$ cat src/rtl/brk_match_unit.sv
module brk_match_unit #(
  parameter int AW = 16,
  parameter logic [AW-1:0] VEC_NORMAL  = 16'hFFFC,
  parameter logic [AW-1:0] VEC_MONITOR = 16'hFEFC
) (
  input  logic          clk,
  input  logic          rst_n,
  input  logic          reg_wr,
  input  logic [1:0]    reg_addr,
  input  logic [7:0]    reg_wdata,
  output logic [7:0]    reg_rdata,
  input  logic [AW-1:0] cpu_addr,
  input  logic          op_fetch,
  input  logic          insn_boundary,
  input  logic          brk_ack,
  input  logic          rti_done,
  input  logic          monitor_mode,
  input  logic          test_volt,
  output logic          brk_req,
  output logic [AW-1:0] vec_addr,
  output logic          freeze,
  output logic          flag_clr_en,
  output logic          wdog_gate
);
  logic [7:0] tgt_hi, tgt_lo;
  logic en_q, flag_q, clr_q, armed_q, in_brk_q;
  logic hit_now;

  assign hit_now = en_q & armed_q & op_fetch & ~in_brk_q & (cpu_addr == {tgt_hi, tgt_lo});
  assign brk_req = ~in_brk_q & (hit_now | (flag_q & insn_boundary));
  assign vec_addr = monitor_mode ? VEC_MONITOR : VEC_NORMAL;
  assign freeze = in_brk_q;
  assign flag_clr_en = ~in_brk_q | clr_q;
  assign wdog_gate = in_brk_q & test_volt;

  always_comb begin
    case (reg_addr)
      2'd0: reg_rdata = {en_q, flag_q, 6'b0};
      2'd1: reg_rdata = tgt_hi;
      2'd2: reg_rdata = tgt_lo;
      default: reg_rdata = {clr_q, 7'b0};
    endcase
  end

  always_ff @(posedge clk or negedge rst_n) begin
    if (!rst_n) begin
      tgt_hi <= '0; tgt_lo <= '0;
      en_q <= 1'b0; flag_q <= 1'b0; clr_q <= 1'b0;
      armed_q <= 1'b0; in_brk_q <= 1'b0;
    end else begin
      if (reg_wr) begin
        case (reg_addr)
          2'd0: begin en_q <= reg_wdata[7]; flag_q <= reg_wdata[6]; end
          2'd1: begin tgt_hi <= reg_wdata; armed_q <= 1'b1; end
          2'd2: begin tgt_lo <= reg_wdata; armed_q <= 1'b1; end
          default: clr_q <= reg_wdata[7];
        endcase
      end
      if (hit_now) begin
        flag_q <= 1'b1;
        armed_q <= 1'b0;
      end
      if (rti_done) in_brk_q <= 1'b0;
      else if (brk_ack && brk_req) in_brk_q <= 1'b1;
    end
  end


  hit_sets_flag_chk: assert property (@(posedge clk) disable iff (!rst_n) hit_now |=> flag_q);

  one_shot_chk: assert property (@(posedge clk) disable iff (!rst_n) hit_now |=> !hit_now);

  enter_brk_chk: assert property (@(posedge clk) disable iff (!rst_n) (brk_req && brk_ack && !rti_done) |=> freeze);

  leave_brk_chk: assert property (@(posedge clk) disable iff (!rst_n) rti_done |=> !freeze);

  quiet_req_chk: assert property (@(posedge clk) disable iff (!rst_n) freeze |-> !brk_req);

  clr_open_chk: assert property (@(posedge clk) disable iff (!rst_n) !freeze |-> flag_clr_en);

  wdog_in_brk_chk: assert property (@(posedge clk) disable iff (!rst_n) wdog_gate |-> freeze);
endmodule

$ cat config.mk
export PLATFORM = sky130hd
export DESIGN_NAME = brk_match_unit
export DESIGN_NICKNAME = d
export VERILOG_FILES = /design/src/rtl/brk_match_unit.sv
export SDC_FILE = /design/constraint.sdc
export NUM_CORES = 1
export LEC_CHECK = 0
export ABC_AREA = 1
export BUFFER_PORTS_ARGS = -buffer_cell sky130_fd_sc_hd__buf_2
export CAP_MARGIN = 30
export CORE_MARGIN = 3
export CORE_UTILIZATION = 40
export CTS_CLUSTER_DIAMETER = 80
export CTS_CLUSTER_SIZE = 28
export DETAILED_ROUTE_END_ITERATION = 10
export GPL_TIMING_DRIVEN = 0
export PLACE_DENSITY = 0.7
export SLEW_MARGIN = 20
export SYNTH_ARGS = -nofsm -noshare
export SYNTH_HDL_FRONTEND = slang
export SYNTH_SLANG_ARGS = --single-unit
$ cat constraint.sdc
create_clock -name clk -period 2.9 [get_ports clk]
set_clock_uncertainty 0.2 [all_clocks]
set_input_delay 0 -clock clk [delete_from_list [all_inputs] [get_ports clk]]
set_output_delay 0 -clock clk [all_outputs]
set_load 0.05 [all_outputs]
; Word level (Yosys, flattened, before mapping)
; Index checks and enable logic that the tools add are counted.
[totals]
regBits = 21
latchBits = 0
ramBits = 0
rom_bits = 0
input_bits = 35
output_inout_bits = 28
wordCells = 45
n_memories = 0
[op_classes]
n_addsub = 0
n_mul = 0
div_mod_pow = 0
magnitude_cmp = 0
eq_ne = 3
shifts = 0
muxes = 10
bitwise = 11
n_reduce_logical = 14
[ops]
columns = operator, n
row1 = 8-bit case mux with 3 select lines, 1
row2 = 16-bit equality test, 1
row3 = 2-bit AND reduction, 6
row4 = 9-bit 2-to-1 mux, 1
row5 = 1-bit 2-to-1 mux, 8
row6 = 2-bit nonzero test, 4
row7 = 1-bit AND, 7
row8 = 3-bit OR reduction, 1
row9 = 2-bit by 1-bit equality test with 1-bit output (second input constant), 1
row10 = 2-bit equality test (second input constant), 1
row11 = 2-bit logical NOT, 1
row12 = 1-bit inverter, 2
row13 = 1-bit bitwise OR, 2
row14 = 2-bit OR reduction, 1
row15 = 1-bit logical AND, 1

; Longest topological paths before layout
; Gate-level depths: netlist (run 1).
[logic_depth]
ltp_word = 9
depth_mapped = 10
ltp_nobuf = 10

; Worst setup path before layout (run 1)
; OpenSTA, ideal clock, no wires.
[synth_timing]
path_kind = register to output
startpoint = reg in_brk_q (netlist: freeze)
endpoint = out brk_req
arrival_ns = 1.948
required_time_ns = 2.700
slack_ns = 0.752
stages_incl_launch_ff = 8
n_path_buf = 0
cell_sequence = dfrtp_1 > inv_1 > nand2_1 > nor2_1 > nand3_1 > nor2_2 > nand3_2 > a21oi_1
[synth_via]
elab_chain_len = 5
[synth_lines]
columns = element, line
row1 = from (decl), 26  ; logic en_q, flag_q, clr_q, armed_q, in_brk_q;
row2 = from (signal assigned), 49  ; armed_q <= 1'b0; in_brk_q <= 1'b0;
row3 = from (signal assigned), 63  ; if (rti_done) in_brk_q <= 1'b0;
row4 = from (signal assigned), 64  ; else if (brk_ack && brk_req) in_brk_q <= 1'b1;
row5 = 1-bit inverter (*), "29, 30"
row6 = 1-bit AND (2 in series), 29  ; assign hit_now = en_q & armed_q & op_fetch & ~in_brk_q & (cpu_addr == {tgt_hi, tgt_lo});
row7 = 1-bit bitwise OR, 30  ; assign brk_req = ~in_brk_q & (hit_now | (flag_q & insn_boundary));
row8 = 1-bit AND (*), 30
row9 = to (decl), 19  ; output logic brk_req,
; Mark *: on every way between the ends. The rest lies on a longest branch, timed or not.

; Worst setup path in the final report (run 1)
[layout_timing]
startpoint = reg in_brk_q (netlist: freeze)
endpoint = reg in_brk_q (netlist: freeze)
[layout_via]
elab_chain_len = 7
[layout_lines]
columns = element, line
row1 = 1-bit inverter (*), "29, 30"
row2 = 1-bit AND (2 in series), 29
row3 = 1-bit bitwise OR, 30
row4 = 1-bit AND (*), 30
row5 = 1-bit logical AND (*), 64
row6 = 2-bit nonzero test (no source line) (*), --
; Marks and branches as above.
; A chain may end at the register's enable or synchronous reset.

==> metrics.md, run 1 <==
| Metric | Value |
|---|---|
| Boundary Pins | 63 |
| Clk pin slew, worst setup/hold paths | 110 ps |
| Nets | 330 |
| Crit-path max FO | 5 |
| Setup crit start kind | flop |
| CTS sink cnt | 21 |
| Hold Path Class | in -> out |
| Finished Layout Cells | around 330 |
| Later-pin clock latency in the skew report | 310 ps |
| Antenna viol nets, final | 0 |
| Fin crit period | 2620 ps |
| Placed cells | between 300 and 400 |
| Sequential Power Share | 44.3% |
| Clock Root Buffer | clkbuf_4 |
| Drt drc | 0 |
| Static leakage | 1.109 nW |
| Deepest clock path buffer count | 2 |
| Htree depth | 1 |
| Pint | 514.2 uW |
| CTS Hold Bufs | 19 |
| Core Util, Final | 62.07% |
| Syn. warnings | 0 |
| Congestion Overflow GR | 0 |
| Setup TNS | 0 ps |
| Critical path arrival | between 2000 and 3000 ps |
| Post-Synthesis Cell Area | 1418 um^2 |
| CTS tree | built |
| Commonest non-fill, non-tap cell in the layout | nand2_1 |
| PortBufs | 47 |
| Met1 Usage GRT | 23.53% |
| Met2 usage | 28.70% |
| CTS buffer count | 3 |
| Final hold viol count | 0 |
| Routed vias/inst | 4.260 |
| Sequential area share after synthesis | between 30% and 40% |
| Final setup fails | 0 |
| Tcrit/Tclk final | 90.34% |
| First-pass GRT wire length | 5.823 mm |
| Syn avg cell area | 6.882 um^2 |
| Total track usage | 17.33% |
| Largest net degree at the start of global routing | 22 |
| Clk network pwr share | 17.1% |
| Initial antenna violation count | 0 |
| Layout area overhead | 40.25% |
| Final Cell Area | 1988 um^2 |
| # rows | 20 |
| Cts repair resizes | 0 |
| DP Worst Slack | about 1300 ps |
| Switching power | 341.5 uW |
| Initial cell density of the core | 44.26% |
| Core area | 3203 um^2 |
| Unique masters post-synth | 19 |
| Pwr dens | 430.4 nW/um^2 |
| Routability cong. | 0.7935 |
| Hold Crit Start | monitor_mode |
| Chip Width | 65.53 um |
| Share of layout cells above drive strength 1 | 25.17% |
| Total power | 855.7 uW |
| Worst hold slack | 93.60 ps |
| Busiest grt layer | met2 |
| Vias in the first global route | 1,308 |
| Status | finished, final reports clean |
| Setup ws final | 280.1 ps |
| Worst R2R Start | freeze |
| Highest clock rate | 381.7 MHz |
| Iteration-0 DRC Markers | 35 |
| Placed cell area | around 1800 um^2 |
| Post-synthesis instance total | 206 |
| Slew Limit Fails | 0 |
| WP data required | 2950 ps |
| Drt wl/cell | roughly 10 um |
| Yosys reg bits | 21 |
| M3 GR Usage | 2.564% |
| Switch share | 39.91% |
| Post-CTS Setup Bufs | 0 |
| CP Launch Point | freeze |
| Vias | 1,423 |
| Die area | 4294 um^2 |
| Critical Path End Type | flop |
| RSZ-0062 raised after global routing | false |
| WL final | between 3 and 4 mm |
| WS Path Type | reg -> reg |
| Dpl hpwl | roughly 2.6 mm |
| Worst VDD drop | around 0.26 mV |
| N_diodes | 0 |
| Max Cap Violations | 0 |
| Commonest non-fill, non-tap cells in the layout | nand2_1, buf_2, inv_1 |
| Logic pwr share | about 39% |
| TritonRoute pass-1 iters | 4 |
| Die H | 65.53 um |
==> power by group through the flow <==
stage	Combinational [mW]	Clock, mW	Sequential, mW
3_3_place_gp	0.303	0	0.383
4_1_cts	0.330	0.147	0.379
6_report	0.331	0.146	0.379
3_5_place_dp	0.308	0	0.385
2_1_floorplan	0.234	0	0.378
5_1_grt	0.370	0.157	0.387
==> final timing paths <==
path / cells past startpoint / to / slack, ps
setup reg to reg: 11 / freeze / 280
hold / removal: 3 / vec_addr[8] / 90
setup / recovery: 11 / freeze / 280
hold reg to reg: 2 / en_q / 350
max in group asynchronous: 4 / tgt_hi[1] / 1620
min in group asynchronous: 3 / flag_q / 460
==> synth_stat cells <==
library cell  instances  area share, %
nor2_2                2           0.88
nand3_1               1           0.35
xnor2_1               7            4.3
nor2_1               11            2.9
inv_1                31            8.2
buf_2                 2           0.71
a32oi_1               1           0.62
conb_1                2           0.53
buf_4                15            7.9
nand2_1              72             19
a31o_2                1           0.62
o21ai_0              18            6.4
a31oi_1               2           0.88
clkbuf_1              3           0.79
a21oi_1              11            3.9
nand3_2               1           0.71
a21oi_2               1           0.62
dfrtp_1              21             37
ha_1                  4            3.5
==> kinds of logic (layout without fill, tap and decap cells) <==
logic type                 after synthesis  count (layout)  share of synthesized area [%]
adders and majority gates                4               4                          3.531
other                                    2              15                         0.5298
xor gates and xnor gates                 7               7                          4.325
buffers and inverters                   51             122                          17.65
and+or+nand+nor                         87              87                          23.92
AOI/OAI and AO/OA                       34              34                          12.97
DFF                                     21              21                          37.07
==> registers in the layout, indices dropped and copies added, names as in the netlist <==
| name | count |
|---|---|
| clr_q | 1 |
| freeze | 1 |
| tgt_lo | 8 |
| armed_q | 1 |
| tgt_hi | 8 |
| en_q | 1 |
| flag_q | 1 |
==> worst max-delay path: stages (launching register included) <==
cell	delay, ps
dfrtp_1	430
inv_1	100
nand2_1	60
nor2_1	80
nand3_1	70
dlygate4sd3_1	570
nor2_2	150
nand3_2	120
nand2_1	80
nand2_1	60
a21oi_2	100
dlygate4sd3_1	550
==> layer usage <==
metal | vias to the layer above | part of all wire [%]
met5 | - | 0
met4 | 0 | 1.1
met3 | 5 | 6.4
li1 | 766 | -
met1 | 610 | 44
met2 | 42 | 48
==> area by class of cell <==
class / count / area [um^2]
sequential: 21 / 525.5
tap: 44 / 55.05
clock buffer: 4 / 26.28
fill: 329 / 1215
timing repair buffer: 67 / 440.4
buffer: 20 / 133.9
inverter: 31 / 116.4
multi-input combinational: 147 / 690.7
No activity file was read; power rests on OpenSTA's default activity.
==> run 2: changes to the inputs <==
--- a/config.mk
+++ b/config.mk
@@ -12,2 +12,3 @@
 export CORE_UTILIZATION = 40
+export CTS_BUF_LIST = sky130_fd_sc_hd__clkbuf_4 sky130_fd_sc_hd__clkbuf_8 sky130_fd_sc_hd__clkbuf_16
 export CTS_CLUSTER_DIAMETER = 80
--- a/constraint.sdc
+++ b/constraint.sdc
@@ -4,2 +4,2 @@
 set_output_delay 0 -clock clk [all_outputs]
-set_load 0.05 [all_outputs]
+set_load 0.005 [all_outputs]
==> metrics.md, run 2 (synthesis gave the netlist of run 1 again) <==
| Metric | Value |
|---|---|
| Worst R2R Start | freeze |
| Layout area overhead | 40.51% |
| Antenna viol nets, final | 0 |
| Routability cong. | 0.7935 |
| Commonest non-fill, non-tap cell in the layout | nand2_1 |
| Static leakage | 1.112 nW |
| Nets | 330 |
| PortBufs | between 40 and 50 |
| Htree depth | 1 |
| Reg-to-reg endpoint | freeze |
| Chip Width | 65.53 um |
| Status | finished, final reports clean |
| CP Launch Point | freeze |
| # rows | 20 |
| Largest net degree at the start of global routing | 22 |
| Worst VDD drop | ~0.26 mV |
| Total track usage | 17.33% |
| TritonRoute pass-1 iters | 4 |
| Pwr dens | 385.5 nW/um^2 |
| Clock Root Buffer | clkbuf_4 |
| Post-CTS Setup Bufs | 0 |
| Setup crit start kind | flop |
| Critical Path Most Common Cell | nand2_1 |
| Routed vias/inst | 4.234 |
| Drt drc | 0 |
| CP Cell Sequence | inv_1 > nand2_1 > nor2_1 > nand3_1 > dlygate4sd3_1 > nor2_2 > nand3_2 > nand2_1 > nand2_1 > a21oi_2 > dlygate4sd3_1 |
| Dpl hpwl | 2.559 mm |
| Largest regs | tgt_hi (8), tgt_lo (8) |
| Routed wl met2 | 1.682 mm |
| R2r setup slk | 280 ps |
| Fin crit period | 2616 ps |
| First-pass GRT wire length | 5.823 mm |
| Core area | roughly 3200 um^2 |
| Metal-1 WL | around 1.5 mm |
| Setup ws final | roughly 280 ps |
| CTS buffer count | 3 |
| Tcrit/Tclk final | 90.19% |
| Crit-path max FO | 5 |
| WS Path Type | reg -> reg |
| Die H | 65.53 um |
| CTS sink cnt | 21 |
| CTS tree | built |
| Die area | 4294 um^2 |
| CP max stage delay | 570 ps |
| Worst reg-to-reg path cell count | 11 |
| Iteration-0 DRC Markers | 53 |
| Vias | around 1,400 |
| Worst setup path end | freeze |
| RSZ-0062 raised after global routing | false |
| N_diodes | 0 |
| DP Worst Slack | 1260 ps |
| Vias in the first global route | 1,303 |
| Congestion Overflow GR | 0 |
| Later-pin clock latency in the skew report | 300 ps |
| WP data required | 2950 ps |
| Share of layout cells above drive strength 1 | 25.52% |
| Hold Path Class | in -> out |
| Setup TNS | 0 ps |
| Max Cap Violations | 0 |
| Final setup fails | 0 |
| Deepest clock path buffer count | 2 |
| Boundary Pins | between 60 and 70 |
| Initial cell density of the core | 44.26% |
| Met3 wire length | 236 um |
| Final hold viol count | 0 |
| Highest clock rate | about 380 MHz |
| Max layer used | met4 |
| Slew Limit Fails | 0 |
| Drt wl/cell | 10.27 um |
| WL final | 3.430 mm |
| Critical Path End Type | flop |
| Clk pin slew, worst setup/hold paths | approximately 120 ps |
| Slowest-stage cell, CP | dlygate4sd3_1 |
| Critical path arrival | 2670 ps |
| Initial antenna violation count | 0 |
| Commonest non-fill, non-tap cells in the layout | nand2_1, buf_2, inv_1 |
run 2: cell types whose count changed in the layout (fill, tap and decap cells not counted):
cell | previous run | this run
clkbuf_1 | 4 | 3
clkbuf_4 | 3 | 4
run 2: area by class of cell:
class                   instances  area [um^2]
plain buffers                  20        133.9
clock buffers                   4        30.03
fillers                       329         1211
inverters                      31        116.4
multi-input cells             147        690.7
flip-flops and latches         21        525.5
well taps                      44        55.05
repair buffers                 67        440.4
run 2: where the power goes:
part	internal, mW	total, mW	switching, mW
sequential	0.336	0.379	0.0432
combinational	0.123	0.236	0.113
clock	0.0630	0.153	0.0899
total	0.522	0.768	0.246
run 2: stage by stage:
step                utilization (%)  power (mW)  instances  cell area, um^2  hold WS [ps]
floorplan                         -      0.5167        219             1466        -495.6
global placement              54.84      0.5912        310             1757        -218.5
detailed placement            54.84      0.5970        310             1757        -220.7
CTS                           61.72      0.7698        333             1977         9.717
global route                  62.19      0.8289        334             1992         21.43
finish                        62.19      0.7679        334             1992         7.766
run 2: worst min-delay path by stage:
stage	start	endpoint	slack [ps]	cells past startpoint
after floorplan	rst_n	armed_q	-500	0
after global placement	rst_n	flag_q	-220	1
after detailed placement	rst_n	flag_q	-220	1
after CTS	monitor_mode	vec_addr[8]	10	3
after global routing	monitor_mode	vec_addr[8]	20	3
final	monitor_mode	vec_addr[8]	8	3
run 2: metal layers:
layer  GRT usage, %  vias up
met5              0        -
met4          4.663        0
met3          2.564        4
met2          28.70       44
met1          23.53      601
li1               -      765
run 2: timing repair:
action / 4_1_cts / 5_1_grt
hold endpoints to repair: 42 / 0
gates resized for setup: 0 / 0
hold buffers: 19 / 0
run 2: worst max-delay path, delay by kind of cell, from the launching register on:
kind | cells | cell delay (ps)
flip-flops | 1 | 430
AO/OA/AOI/OAI | 1 | 100
AND/OR/NAND/NOR | 7 | 620
buffers and inverters | 3 | 1220
